==> config.mk <==
export PLATFORM = sky130hd
export DESIGN_NAME = wdt_tristate_monitor
export DESIGN_NICKNAME = d
export VERILOG_FILES = /design/src/rtl/wdt3_pkg.sv /design/src/rtl/wdt_level_decode.sv /design/src/rtl/wdt_ref_tracker.sv /design/src/rtl/wdt_tick_timer.sv /design/src/rtl/wdt_tristate_monitor.sv
export SDC_FILE = /design/constraint.sdc
export NUM_CORES = 1
export LEC_CHECK = 0
export BUFFER_PORTS_ARGS = -buffer_cell sky130_fd_sc_hd__buf_2
export CAP_MARGIN = 20
export CORE_MARGIN = 2
export CORE_UTILIZATION = 25
export CTS_CLUSTER_DIAMETER = 100
export DETAILED_ROUTE_END_ITERATION = 16
export SYNTH_ARGS = -nofsm -noshare
export SYNTH_HDL_FRONTEND = slang
export SYNTH_SLANG_ARGS = --single-unit
==> constraint.sdc <==
create_clock -name clk -period 2.9 [get_ports clk]
set_input_delay 0.145 -clock clk [delete_from_list [all_inputs] [get_ports clk]]
set_output_delay 0.145 -clock clk [all_outputs]
set_load 0.05 [all_outputs]
==> src/rtl/wdt3_pkg.sv <==
// Package: shared state-code type for the three-level watchdog.
// Assumes the comparator stage delivers one of the four codes below.
package wdt3_pkg;

    typedef enum logic [1:0] {
        LVL_LOW  = 2'b00,
        LVL_HIGH = 2'b01,
        LVL_MID  = 2'b10,
        LVL_RSVD = 2'b11
    } lvl_code_e;

endpackage

==> src/rtl/wdt_level_decode.sv <==
// Module: splits the state code into "supervision active" and the logic level.
// Assumes codes 10 and 11 both mean the line is not driven.
module wdt_level_decode
    import wdt3_pkg::*;
(
    input  logic [1:0] code,
    output logic       active,
    output logic       level
);

    lvl_code_e code_e;

    // Purpose: map each code to an active flag and a level bit.
    always_comb begin
        code_e = lvl_code_e'(code);
        unique case (code_e)
            LVL_LOW:  begin active = 1'b1; level = 1'b0; end
            LVL_HIGH: begin active = 1'b1; level = 1'b1; end
            default:  begin active = 1'b0; level = 1'b0; end
        endcase
    end

endmodule

==> src/rtl/wdt_ref_tracker.sv <==
// Module: keeps the previous line state and flags toggles and resumes.
// A toggle is a change between low and high. A resume is a return from
// the disabled states. Reset loads the current input as the reference.
module wdt_ref_tracker (
    input  logic clk,
    input  logic rst_n,
    input  logic active,
    input  logic level,
    output logic kick,
    output logic resume
);

    logic ref_active;
    logic ref_level;

    // Purpose: register the last seen state (also loaded during reset).
    always_ff @(posedge clk) begin
        ref_active <= active;
        if (!rst_n || active) begin
            ref_level <= level;
        end
    end

    // Purpose: compare the present state with the reference.
    always_comb begin
        kick   = active && ref_active && (level != ref_level);
        resume = active && !ref_active;
    end

endmodule

==> src/rtl/wdt_tick_timer.sv <==
// Module: counts strobes since the last restart and latches the fault.
// Assumes restart has priority over a strobe in the same cycle. The count
// saturates at the limit once the fault is latched.
module wdt_tick_timer #(
    parameter int TIMEOUT_TICKS = 96,
    parameter int CW            = $clog2(TIMEOUT_TICKS + 1)
) (
    input  logic          clk,
    input  logic          rst_n,
    input  logic          active,
    input  logic          restart,
    input  logic          tick_en,
    output logic          fault,
    output logic [CW-1:0] cnt
);

    localparam logic [CW-1:0] LAST = CW'(TIMEOUT_TICKS - 1);

    // Purpose: clear, advance or latch the strobe count and the fault flag.
    always_ff @(posedge clk) begin
        if (!rst_n) begin
            cnt   <= '0;
            fault <= 1'b0;
        end else if (!active || restart) begin
            cnt   <= '0;
            fault <= 1'b0;
        end else if (tick_en && !fault) begin
            cnt <= cnt + CW'(1);
            if (cnt == LAST) begin
                fault <= 1'b1;
            end
        end
    end

endmodule

==> src/rtl/wdt_tristate_monitor.sv <==
// Module: three-level watchdog top. It drives wdog_n low when the line
// holds low or high for TIMEOUT_TICKS strobes, holds it low until the next
// toggle, and stays released while the line floats. The default of
// 96 strobes is 1.5 s at a 64 Hz strobe (32.768 kHz / 8 / 64).
module wdt_tristate_monitor #(
    parameter int TIMEOUT_TICKS = 96
) (
    input  logic       clk,
    input  logic       rst_n,
    input  logic [1:0] lvl_code,
    input  logic       tick_en,
    output logic       wdog_n
);

    localparam int CW = $clog2(TIMEOUT_TICKS + 1);

    logic          active;
    logic          level;
    logic          kick;
    logic          resume;
    logic          restart;
    logic          fault;
    logic [CW-1:0] tick_cnt;

    wdt_level_decode u_dec (
        .code   (lvl_code),
        .active (active),
        .level  (level)
    );

    wdt_ref_tracker u_ref (
        .clk    (clk),
        .rst_n  (rst_n),
        .active (active),
        .level  (level),
        .kick   (kick),
        .resume (resume)
    );

    // Purpose: a toggle or a resume restarts the window.
    always_comb restart = kick || resume;

    wdt_tick_timer #(
        .TIMEOUT_TICKS (TIMEOUT_TICKS),
        .CW            (CW)
    ) u_tmr (
        .clk     (clk),
        .rst_n   (rst_n),
        .active  (active),
        .restart (restart),
        .tick_en (tick_en),
        .fault   (fault),
        .cnt     (tick_cnt)
    );

    // Purpose: present the latched fault as an active-low output.
    always_comb wdog_n = !fault;

endmodule

==> metrics.txt <==
num rows=14; largest net degree at the start of global routing=9; clock sink total=10; Worst EP arrival=1.50 ns; routed vias/inst=4.729; register area share after synthesis=49.56%; R2R Path Start=u_tmr.cnt[0]; critical path fanouts, max=5; setup bufs post-CTS=0; die area=0.002042 sq mm; setup TNS=0 ns; Relative slew margins=78.75%; hold path endpoint=u_ref.ref_active; status=finished clean; Crit. End Element=flip-flop; global-route wire length before repair=1083 um; Combinational Power Share=4.0%; Max H-tree Level=1; CP Class=reg2reg; Top-Level Pins=6; root buf cell=clkbuf_4; Reg clk slew, reported paths=0.07 ns; Max Slew Vio Count=0; crit-path leading delay family=simple AND/OR/NAND/NOR gates; Achievable Freq=0.7655 GHz; vias in the first global route=279; register area=210.2 sq um; DR DRC count=0; worst ir drop on vdd=360.0 uV; Post-Syn Area=424.2 sq um; Cells after Synth=45; synth unique cells=18; Global Route Usage Sum=7.699%; Switching Share=20.17%; CP peak stage delay=0.38 ns; Clock power frac=45.0%; Lkg Pwr=0.1718 nW; HPWL after detailed placement=498.2 um; Total Power=0.2810 mW; initial antenna violation count=0; Final setup viols=0; drt pass-1 iters=4; die height=45.19 um; reg2reg end=u_tmr.cnt[4]; WL final=630 um; WL per Instance=9.000 um; initial DRC count=3; hold path depth=2; Post-CTS Hold Fix Bufs=0; final hold vios=0; Tcrit/Tclk final=45.04%; syn nets=51; Nets=61; Max clock buf depth=2; cts repair resizes=0; Worst Skew=0.001346 ns; minimum clock period=1.306 ns; buffers and inverters on the worst path=0; Antenna Nets Post-Route=0; Syn Area/Cell=9.426 sq um; hold crit path type=in2reg; Clock Latency Late Sink=0.27 ns; total grt overflow=0; critical path launch point type=flip-flop; Area growth, synth to finish=19.17%; vias=331; slew of the pin with the lowest slew margin=0.3177 ns; Core Area=0.001541 sq mm; synth warn=0; IO buf count=5; Initial Util=27.52%; Int Pwr=0.2243 mW; CTS buffer count=3; Multi-input gate area=202.7 sq um; PwrDens=555.9 mW/mm^2; CTS tree=done; net switching power=0.05668 mW; Fillers=166; gpl congestion=0.7405; Flop pwr share=50.9%; WP data required=3.10 ns; Hold Startpoint=lvl_code[1]; max-cap violations=0; CP max-delay cell=or3_1; Die Wd=45.19 um; ANT cells=0; crit-path cells=ha_1, nand3b_1, or3_1, a21oi_1; Worst R2R Setup Slack=1.59 ns; share of layout cells above drive strength 1=18.52%; worst reg-to-reg path cell count=4; Yosys reg bits=10; RSZ-0062 raised after global routing=no
[flip-flops by register name (all words and copies together) (netlist names)]
name,cells
u_tmr.cnt,7
u_ref.ref_active,1
u_ref.ref_level,1
u_tmr.fault,1
[synthesized netlist by cell type]
cell type,number,area share [%]
or3_1,4,5.9
edfxtp_1,1,7.1
nor2_1,3,2.7
nor2b_1,2,2.9
dfxtp_1,9,42
a21oi_1,4,4.7
nand3b_1,1,1.8
o21ai_0,4,4.7
ha_1,1,2.9
nand4b_1,2,4.1
mux2i_1,1,2.4
nand2_1,2,1.8
o21ai_1,1,1.2
xnor2_1,3,6.2
nand4_1,2,2.9
and2b_4,1,2.4
inv_1,3,2.7
nand3_1,1,1.2
[layout make-up]
class	count	share of cell area [%]
clock buffers	4	7.178
inverters	3	2.228
multi-input cells	32	40.10
flip-flops and latches	10	41.58
well taps	16	3.960
repair buffers	5	4.950
[stage by stage]
| stage | hold slack, ns | area [sq um] | std cells | setup slack [ns] | util, % |
|---|---|---|---|---|---|
| floorplan | 0.2203 | 424.2 | 45 | 1.705 | - |
| global placement | 0.3419 | 469.2 | 66 | 1.651 | 30.44 |
| detailed placement | 0.3449 | 469.2 | 66 | 1.600 | 30.44 |
| CTS | 0.05423 | 505.5 | 70 | 1.587 | 32.79 |
| global route | 0.07891 | 505.5 | 70 | 1.478 | 32.79 |
| finish | 0.06127 | 505.5 | 70 | 1.594 | 32.79 |
[kinds of logic after synthesis]
logic type / synth area share (%)
compound gates: 10.62
xor+xnor: 6.196
fa+ha+maj: 2.949
buf+inv: 2.655
flops: 49.56
mux: 2.360
simple gates: 25.66
[how the worst max path moves through the flow]
stage	start	to	cells after the start	slack, ns
after floorplan	u_tmr.cnt[0]	u_tmr.cnt[4]	4	1.71
after global placement	u_tmr.cnt[0]	u_tmr.cnt[4]	4	1.65
after detailed placement	u_tmr.cnt[0]	u_tmr.cnt[4]	4	1.60
after CTS	u_tmr.cnt[0]	u_tmr.cnt[4]	4	1.59
after global routing	u_tmr.cnt[0]	u_tmr.cnt[6]	4	1.48
final	u_tmr.cnt[0]	u_tmr.cnt[4]	4	1.59
[layer usage]
layer | up-vias | global-route usage (%) | share of wire [%]
met1 | 144 | 9.429 | 51
met2 | 8 | 10.57 | 42
met4 | 0 | 8.824 | 3.3
li1 | 177 | - | -
met3 | 2 | 1.200 | 3.5
met5 | - | 0 | 0
[layout by cell type, fill, tap and decap left out, drive strengths merged, types with 3 or more instances in the layout]
cell type	Yosys	final
dfxtp	9	9
buf	0	5
o21ai	5	5
or3	4	4
a21oi	4	4
clkbuf	0	4
inv	3	3
xnor2	3	3
nor2	3	3
[power by group through the flow]
stage,clock network [mW],logic [mW],registers [mW]
5_1_grt,0.137,0.0131,0.143
4_1_cts,0.130,0.0116,0.143
2_1_floorplan,0,0.00673,0.146
3_5_place_dp,0,0.0115,0.146
3_3_place_gp,0,0.0114,0.146
6_report,0.127,0.0113,0.143
Note: power is estimated with default switching activity, not from simulation.
